===== config.mk =====
export PLATFORM = sky130hd
export DESIGN_NAME = prg_bank_xlate
export DESIGN_NICKNAME = d
export VERILOG_FILES = /design/src/rtl/prg_map_pkg.sv /design/src/rtl/prg_reg_file.sv /design/src/rtl/prg_slot_mapper.sv /design/src/rtl/prg_bank_xlate.sv
export SDC_FILE = /design/constraint.sdc
export NUM_CORES = 1
export LEC_CHECK = 0
export BUFFER_PORTS_ARGS = -buffer_cell sky130_fd_sc_hd__buf_2
export CAP_MARGIN = 10
export CORE_MARGIN = 4
export CORE_UTILIZATION = 49
export CTS_CLUSTER_SIZE = 16
export DETAILED_ROUTE_END_ITERATION = 16
export PLACE_DENSITY = 0.75
export SETUP_SLACK_MARGIN = 0.02
export SLEW_MARGIN = 20
export SYNTH_ARGS = -nofsm -noshare
export SYNTH_HDL_FRONTEND = slang
export SYNTH_SLANG_ARGS = --single-unit

===== constraint.sdc =====
create_clock -name clk -period 1.3 [get_ports clk]
set_clock_uncertainty 0.05 [all_clocks]
set_input_delay 0.195 -clock clk [delete_from_list [all_inputs] [get_ports clk]]
set_output_delay 0.195 -clock clk [all_outputs]
set_load 0.02 [all_outputs]

===== src/rtl/prg_map_pkg.sv =====
package prg_map_pkg;
  localparam int DATA_W  = 8;
  localparam int INNER_W = 6;
  localparam int OUTER_W = 2;
  localparam int NREG    = 4;
  localparam int IDX_W   = $clog2(NREG);
  localparam int BANK_W  = INNER_W + OUTER_W;

  typedef logic [INNER_W-1:0] inner_t;

  typedef enum logic [2:0] {
    M_FIX32 = 3'd0, M_SW16F = 3'd1, M_SW8F = 3'd2, M_SW8F_B = 3'd3,
    M_SW32  = 3'd4, M_SW16  = 3'd5, M_SW8  = 3'd6, M_SW8_B  = 3'd7
  } prg_mode_e;
endpackage


===== src/rtl/prg_reg_file.sv =====
module prg_reg_file
  import prg_map_pkg::*;
#(
  parameter int N_BANK = NREG,
  parameter int IW     = INNER_W,
  parameter int OW     = OUTER_W
) (
  input  logic                   clk,
  input  logic                   rst,
  input  logic [15:0]            addr,
  input  logic                   wr,
  input  logic [DATA_W-1:0]      wdata,
  output logic [N_BANK-1:0][IW-1:0] bank_q,
  output prg_mode_e              mode_q,
  output logic                   win_en_q,
  output logic [OW-1:0]          outer_q
);
  localparam int IXW = $clog2(N_BANK);

  logic bank_hit, ctrl_hit;
  logic [IXW-1:0] idx;
  logic unused_addr_bits;

  assign idx      = addr[IXW-1:0];
  assign bank_hit = wr && (addr[15:12] == 4'h8);
  assign ctrl_hit = wr && (addr[15:12] == 4'hD) && (addr[11:8] <= 4'h5);
  assign unused_addr_bits = ^{addr[7:2], wdata[6]};

  genvar gi;
  generate
    for (gi = 0; gi < N_BANK; gi++) begin : g_bank
      always_ff @(posedge clk) begin
        if (rst)
          bank_q[gi] <= '1;
        else if (bank_hit && (idx == IXW'(gi)))
          bank_q[gi] <= wdata[IW-1:0];
      end
    end
  endgenerate

  always_ff @(posedge clk) begin
    if (rst) begin
      mode_q   <= M_FIX32;
      win_en_q <= 1'b0;
      outer_q  <= '0;
    end else if (ctrl_hit) begin
      if (addr[1:0] == 2'd0) begin
        mode_q   <= prg_mode_e'(wdata[2:0]);
        win_en_q <= wdata[7];
      end
      if (addr[1:0] == 2'd3)
        outer_q <= wdata[OW:1];
    end
  end

  // reset state
  p_reset_values_r1: assert property (@(posedge clk)
    $past(rst) && !rst |-> (bank_q == '1) && (mode_q == M_FIX32) && !win_en_q && (outer_q == '0));

  // writes outside decoded ranges change nothing
  p_ignored_write_r3: assert property (@(posedge clk) disable iff (rst)
    !$past(rst) && $past(wr) && !($past(addr[15:12]) == 4'h8) && !($past(addr[15:12]) == 4'hD)
    |-> $stable(bank_q) && $stable(mode_q) && $stable(win_en_q) && $stable(outer_q));

  p_ctrl_range_r3: assert property (@(posedge clk) disable iff (rst)
    !$past(rst) && $past(wr) && ($past(addr[15:12]) == 4'hD) && ($past(addr[11:8]) > 4'h5)
    |-> $stable(mode_q) && $stable(win_en_q) && $stable(outer_q));
endmodule


===== src/rtl/prg_slot_mapper.sv =====
module prg_slot_mapper
  import prg_map_pkg::*;
#(
  parameter int N_BANK = NREG,
  parameter int IW     = INNER_W
) (
  input  logic [2:0]                page,
  input  logic [N_BANK-1:0][IW-1:0] bank_q,
  input  prg_mode_e                 mode,
  output logic [IW-1:0]             inner,
  output logic                      in_window,
  output logic                      in_upper
);
  logic [1:0]    slot;
  logic [IW-1:0] r0, r1, r2, r3;
  logic [IW-1:0] win_bank, up_bank;

  assign slot      = page[1:0];
  assign in_window = (page == 3'b011);
  assign in_upper  = page[2];
  assign r0 = bank_q[0];
  assign r1 = bank_q[1];
  assign r2 = bank_q[2];
  assign r3 = bank_q[3];

  // $6000 window: shift-and-fill from register 3
  always_comb begin
    unique case (mode)
      M_FIX32, M_SW32: win_bank = {r3[IW-3:0], 2'b11};
      M_SW16F, M_SW16: win_bank = {r3[IW-2:0], 1'b1};
      default:         win_bank = r3;
    endcase
  end

  // $8000-$FFFF slot arithmetic
  always_comb begin
    unique case (mode)
      M_FIX32: up_bank = {{(IW-2){1'b1}} & {{(IW-6){1'b0}}, 4'hF}, slot};
      M_SW32:  up_bank = {r3[IW-3:0], slot};
      M_SW16F: up_bank = slot[1] ? {{(IW-1){1'b1}}, slot[0]} : {r1[IW-2:0], slot[0]};
      M_SW16:  up_bank = slot[1] ? {r3[IW-2:0], slot[0]}    : {r1[IW-2:0], slot[0]};
      M_SW8F, M_SW8F_B: begin
        unique case (slot)
          2'd0: up_bank = r0;
          2'd1: up_bank = r1;
          2'd2: up_bank = r2;
          default: up_bank = '1;
        endcase
      end
      default: begin
        unique case (slot)
          2'd0: up_bank = r0;
          2'd1: up_bank = r1;
          2'd2: up_bank = r2;
          default: up_bank = r3;
        endcase
      end
    endcase
  end

  always_comb begin
    if (in_upper)       inner = up_bank;
    else if (in_window) inner = win_bank;
    else                inner = '0;
  end
endmodule


===== src/rtl/prg_bank_xlate.sv =====
module prg_bank_xlate
  import prg_map_pkg::*;
#(
  parameter int N_BANK = NREG,
  parameter int IW     = INNER_W,
  parameter int OW     = OUTER_W
) (
  input  logic              clk,
  input  logic              rst,
  input  logic [15:0]       cpu_addr,
  input  logic              cpu_wr,
  input  logic [DATA_W-1:0] cpu_wdata,
  output logic [IW+OW-1:0]  prg_bank,
  output logic              rom_lo_sel
);
  logic [N_BANK-1:0][IW-1:0] bank_q;
  prg_mode_e                 mode_q;
  logic                      win_en_q;
  logic [OW-1:0]             outer_q;
  logic [IW-1:0]             inner;
  logic                      in_window, in_upper;

  prg_reg_file #(.N_BANK(N_BANK), .IW(IW), .OW(OW)) u_regs (
    .clk(clk), .rst(rst), .addr(cpu_addr), .wr(cpu_wr), .wdata(cpu_wdata),
    .bank_q(bank_q), .mode_q(mode_q), .win_en_q(win_en_q), .outer_q(outer_q)
  );

  prg_slot_mapper #(.N_BANK(N_BANK), .IW(IW)) u_map (
    .page(cpu_addr[15:13]), .bank_q(bank_q), .mode(mode_q),
    .inner(inner), .in_window(in_window), .in_upper(in_upper)
  );

  always_ff @(posedge clk) begin
    if (rst) begin
      prg_bank   <= '0;
      rom_lo_sel <= 1'b0;
    end else begin
      prg_bank   <= (in_upper || in_window) ? {outer_q, inner} : '0;
      rom_lo_sel <= in_window && win_en_q;
    end
  end

  p_win_gate_r11: assert property (@(posedge clk) disable iff (rst)
    rom_lo_sel |-> $past(win_en_q) && ($past(cpu_addr[15:13]) == 3'b011));

  p_last_fixed_r6: assert property (@(posedge clk) disable iff (rst)
    !$past(rst) && ($past(mode_q) inside {M_SW8F, M_SW8F_B}) && ($past(cpu_addr[15:13]) == 3'b111)
    |-> prg_bank[IW-1:0] == '1);

  p_outer_bits_r12: assert property (@(posedge clk) disable iff (rst)
    !$past(rst) && ($past(cpu_addr[15:13]) >= 3'b011) |-> prg_bank[IW+OW-1:IW] == $past(outer_q));

  p_fixed32_r4: assert property (@(posedge clk) disable iff (rst)
    !$past(rst) && ($past(mode_q) == M_FIX32) && $past(cpu_addr[15]) |-> prg_bank[IW-1:2] == 4'hF);

  p_low_zero_r13: assert property (@(posedge clk) disable iff (rst)
    !$past(rst) && ($past(cpu_addr[15:13]) < 3'b011) |-> (prg_bank == '0) && !rom_lo_sel);
endmodule


# ---- Word-level counts from Yosys, hierarchy flattened
# Cells that the tools add are included.
dict set report classes {
  order_cmp 1
  reduce_logical 18
  n_eq_ne 13
  bitwise 1
  mux 8
}
# op count
set ops {}
lappend ops {{6-bit case mux with 3 select lines} 2}
lappend ops {{6-bit case mux with 5 select lines} 1}
lappend ops {{6-bit two-way mux} 4}
lappend ops {{6-bit case mux with 2 select lines} 1}
lappend ops {{3-bit by 2-bit == test with 1-bit output, second input constant} 3}
lappend ops {{4-bit == test, second input constant} 2}
lappend ops {{1-bit logical AND} 8}
lappend ops {{2-bit OR reduction} 4}
lappend ops {{2-bit == test, second input constant} 3}
lappend ops {{3-bit == test, second input constant} 2}
lappend ops {{2-bit by 1-bit == test with 1-bit output, second input constant} 2}
lappend ops {{4-bit by 3-bit less-or-equal comparator with 1-bit output, second input constant} 1}
lappend ops {{2-bit zero test} 2}
lappend ops {{2-bit AND reduction} 2}
lappend ops {{3-bit by 1-bit == test with 1-bit output, second input constant} 1}
lappend ops {{3-bit zero test} 1}
lappend ops {{1-bit logical OR} 1}
lappend ops {{1-bit inverter} 1}
dict set report totals {
  input_bits 27
  ff_bits 39
  out_inout_bits 9
}

# ---- Logic depth before layout (Yosys ltp)
dict set report logic_depth {
  depth_word 5
  depth_mapped 6
  mapped_depth_nobuf 4
}

# ---- Modules after synthesis
# Synthesis repeated with hierarchy kept, for this count alone.
dict set report hier_totals {
  cells_unflattened 215
  hier_area_um2 2064.5
}
# module instances area_each_um2 seq_area_each_um2 cells_each
set by_module_without_submodules {}
lappend by_module_without_submodules {prg_reg_file 1 1265.0 600.6 118}
lappend by_module_without_submodules {prg_slot_mapper 1 543.0 0.0 77}
lappend by_module_without_submodules {prg_bank_xlate 1 256.5 180.2 20}

# ---- Worst setup path before layout
# OpenSTA, ideal clock, no wires.
dict set report synth_path {
  path_kind {input to register}
  startpoint {input cpu_addr[13]}
  endpoint {register u_regs.mode_q[1]}
  cell_stages 6
  n_path_buf 2
  path_slack_ns -0.161
  arrival_ns 1.283
  path_cell_list {buf_6 -> nand3b_4 -> or4b_1 -> buf_2 -> mux2i_1 -> nor2_1}
}
dict set report synth_via {
  elab_chain_len 4
}
# element line
set synth_rtl {}
lappend synth_rtl {{start: declaration} prg_bank_xlate.sv:10} ;# input logic [15:0] cpu_addr,
lappend synth_rtl {{4-bit == test} prg_reg_file.sv:26} ;# assign ctrl_hit = wr && (addr[15:12] == 4'hD) && (addr[11:8] <= 4'h5);
lappend synth_rtl {{1-bit logical AND (2 in a row)} prg_reg_file.sv:26}
lappend synth_rtl {{2-bit AND reduction (no source line)} n/a}
lappend synth_rtl {{end signal: assignment} prg_reg_file.sv:48} ;# mode_q <= prg_mode_e'(wdata[2:0]);
lappend synth_rtl {{end: declaration} prg_reg_file.sv:14} ;# output prg_mode_e mode_q,
# Every way passes these cells.
# A chain may end at the register's enable or synchronous reset.

# ---- Final worst setup path
dict set report layout_path {
  startpoint {register u_regs.mode_q[1]}
  endpoint {register prg_bank[4]}
}
dict set report layout_via {
  elab_chain_len 5
  word_cells_on_any_way 13
  classes_between {eq/ne (5); mux (4); reduce/logical (4)}
}
# element line
set layout_rtl {}
lappend layout_rtl {{3-bit by 1-bit == test with 1-bit output, or another cell as far along} {prg_slot_mapper.sv:28, prg_slot_mapper.sv:37}}
lappend layout_rtl {{2-bit OR reduction} prg_slot_mapper.sv:28} ;# unique case (mode)
lappend layout_rtl {{6-bit case mux with 2 select lines} prg_slot_mapper.sv:28}
lappend layout_rtl {{6-bit two-way mux} prg_slot_mapper.sv:63} ;# else if (in_window) inner = win_bank;
lappend layout_rtl {{6-bit two-way mux (*)} prg_slot_mapper.sv:62} ;# if (in_upper) inner = up_bank;
lappend layout_rtl {{end signal: assignment} prg_bank_xlate.sv:38} ;# prg_bank <= (in_upper || in_window) ? {outer_q, inner} : '0;
lappend layout_rtl {{end: declaration} prg_bank_xlate.sv:13} ;# output logic [IW+OW-1:0] prg_bank,
# Every way passes the cells marked *; elsewhere a longest branch is shown, timed or not.

==> summary.txt <==
Status
  – Status: finished clean

STA
  – Post-layout min period: between 1 and 1.5 ns
  – Fmax: 810 MHz
  – Setup Viol. Count Final: 0
  – Unrepaired setup endpoints after global routing: true
  – Setup tns final: 0 ns
  – Slew margin rel.: between 70% and 80%
  – Worst slew pin tran: roughly 0.32 ns
  – Worst setup margin: roughly 0.065 ns
  – Final Hold Fails: 0
  – Fin crit share: between 90 and 100%
  – Slew Viols, Final: 0

Drt
  – Via density: approximately 5.5
  – WL final: around 4100 um
  – DR pass1 iterations: 4
  – Residual DRC: 0
  – Starting DRT DRC Count: 170
  – Vias: roughly 1700
  – Avg WL per Cell: 13.1 um
  – Post-route antenna net violation count: 0

Clock tree
  – Post-CTS Hold Buffers: 0
  – Clock Pin Slew Worst Setup and Hold Paths: around 0.070 ns
  – Worst-Skew Late Latency: 0.28 ns
  – Htree depth: 2
  – CTS tree: yes
  – CTS root buffer: clkbuf_8
  – Clock buffer depth: 2
  – CTS Buf Count: 5
  – Clock sink total: 39

Synth
  – Mux cell area share after synthesis: 7.05%
  – Mapped cell area: between 1500 and 2000 um2
  – Largest family of logic cells by synthesized area: compound AO/OA/AOI/OAI gates
  – Syn Nets: 246
  – Register bit total from synthesis: 39
  – Sequential area share after synthesis: 41.5%
  – Cells after synthesis: around 220
  – Synth cell types: 33
  – Syn_area_per_cell: 8.59 um2
  – Adder-cell share of the synthesized area: 0%
  – Synth Area in Compound Gates: ~24%
  – Post-Synth Simple-Gate Area: about 21%
  – Xor and xnor fraction of the mapped netlist area: 0%
  – Ys Warns: 0

Power and ir drop
  – Power Total: 0.00220 W
  – Leakage: slightly below 1 nW
  – Cell Pwr Density: approximately 940 nW/um2
  – Peak supply drop: roughly 0.61 mV

Placement
  – Place WS: -0.257 ns
  – Placed cell areas: approximately 2200 um2
  – Cells after DPL: roughly 300
  – IO Port Bufs: 27
  – DP Wirelength: approximately 3000 um
  – GP Congestion: 0.842

Critical path
  – Worst Setup Start Kind: register
  – Crit path DAT: approximately 1.4 ns
  – Critical path class: reg -> reg
  – Crit end category: register
  – Crit-path max FO: 5
  – Critical path required time: ~1.5 ns

GRT
  – Vias in the first global route: 1595
  – Antenna violations before repair: 0
  – Gr usage total: about 18%
  – Grt total ovfl: 0
  – Largest net degree at the start of global routing: 31
  – First-pass GRT wire length: about 7000 um

Job
  – Max Cap Viol: 0

Layout
  – Layout cells sized above 1: around 29%
  – Area growth, synth to finish: 24.7%
  – Final Cell Area: about 2300 um2
  – Fin nets: between 200 and 300
  – Post-Layout Cell Count: between 300 and 400
  – FILL cells: around 340
  – Antenna cells: 0

Floorplan
  – Die height: roughly 70 um
  – Die W: approximately 70 um
  – Die ar.: slightly below 5000 um2
  – Core area: ~3700 um2
  – IO Pins: 36
  – FP Rows: 22
  – Initial Util: about half

Min path
  – Worst min path class: in -> reg
==> Yosys cell counts, drive strengths merged <==
cell / count / share of area, %
nor2: 41 / 8.2
dfxtp: 39 / 41
a211o: 28 / 13
inv: 11 / 2.2
mux2i: 11 / 5.9
o21ai: 11 / 2.9
buf: 10 / 2.9
clkbuf: 8 / 1.6
nand2: 8 / 1.6
a21oi: 7 / 1.9
a31oi: 6 / 2.0
nand3b: 4 / 2.3
nor2b: 4 / 1.3
nor3b: 4 / 1.6
a211oi: 3 / 1.2
nand3: 3 / 0.80
nand4b: 3 / 1.4
o211ai: 3 / 1.2
and3b: 2 / 0.93
mux2: 2 / 1.2
o221ai: 2 / 0.93
a2111oi: 1 / 0.47
a22oi: 1 / 0.40
and2: 1 / 0.33
nand2b: 1 / 0.33
nand4: 1 / 0.33
nor4: 1 / 0.33
nor4b: 1 / 0.47
or2: 1 / 0.33
or4b: 1 / 0.53
==> path summary, 6_finish.rpt <==
check	slack [ns]	end	cells after the start	from
min	0.05	rom_lo_sel	2	rst
min reg2reg	0.39	prg_bank[7]	2	u_regs.outer_q[1]
max reg2reg	0.07	prg_bank[4]	5	u_regs.mode_q[1]
max	0.07	prg_bank[4]	5	u_regs.mode_q[1]
==> metal layers <==
layer | share of wire, % | GRT usage, % | up-vias
met1 | 47 | 23.5 | 807
li1 | - | - | 874
met3 | 5.6 | 4.46 | 4
met4 | 0.75 | 3.83 | 0
met2 | 47 | 29.0 | 43
met5 | 0 | 0 | -
==> through the flow <==
stage	utilization [%]	hold WS (ns)
detailed placement	59.7	0.351
CTS	62.1	0.0475
global route	63.6	0.0512
finish	63.6	0.0497
floorplan	-	0.224
global placement	59.7	0.352
==> flip-flops by register name (all words and copies together), names as in the netlist <==
| register | cells |
|---|---|
| u_regs.mode_q | 3 |
| u_regs.outer_q | 2 |
| rom_lo_sel | 1 |
| prg_bank | 8 |
| u_regs.bank_q | 24 |
| u_regs.win_en_q | 1 |
==> what timing repair did <==
action | CTS | global route
setup endpoints to repair | 5 | 4
pin swaps | 1 | 6
gates resized for setup | 4 | 14
setup buffers | 0 | 2
==> cell usage in the layout (no fill, tap or decap), types with 2 or more instances in the layout <==
master / instances
nor2_1: 41
o221ai_1: 2
a21oi_1: 6
nand3_1: 3
dfxtp_1: 34
and3b_1: 2
a31oi_1: 6
o21ai_0: 10
clkbuf_8: 5
dfxtp_2: 3
dfxtp_4: 2
nand4b_1: 3
inv_1: 10
nor3b_1: 4
a211o_1: 28
nor2b_1: 4
mux2_2: 2
nand3b_1: 3
buf_2: 27
a211oi_1: 3
buf_6: 2
nand2_1: 8
mux2i_1: 11
buf_4: 27
clkbuf_1: 2
o211ai_1: 3
==> cell families after synthesis <==
kind of cell           count (synthesis)
multiplexers                          13
buffers and inverters                 29
AO/OA/AOI/OAI                         62
AND/OR/NAND/NOR                       76
flip-flops                            39
==> power by group <==
group | total (W) | internal [W] | switching [W] | leakage, nW
Sequential | 0.00121 | 0.00121 | 0.00000613 | 0.318
Clock | 0.000767 | 0.000376 | 0.000390 | 0.0422
Combinational | 0.000216 | 0.0000935 | 0.000123 | 0.632
Total | 0.00220 | 0.00168 | 0.000519 | 0.992
==> critical path, stage by stage (launching register included) <==
cell and delay (ns):
dfxtp_4 0.36, buf_6 0.12, buf_6 0.11, nand2b_4 0.14
a211o_1 0.23, a31oi_1 0.17
==> area by class of cell <==
type,instances,area (um2),share of cell area (%)
Tap cell,48,60.1,2.56
Sequential cell,39,792,33.8
Inverter,11,41.3,1.76
Clock inverter,1,5.00,0.213
Multi-Input combinational cell,151,996,42.5
Clock buffer,7,76.3,3.25
Timing Repair Buffer,57,375,16.0
Power figures use the tool's default switching activity.
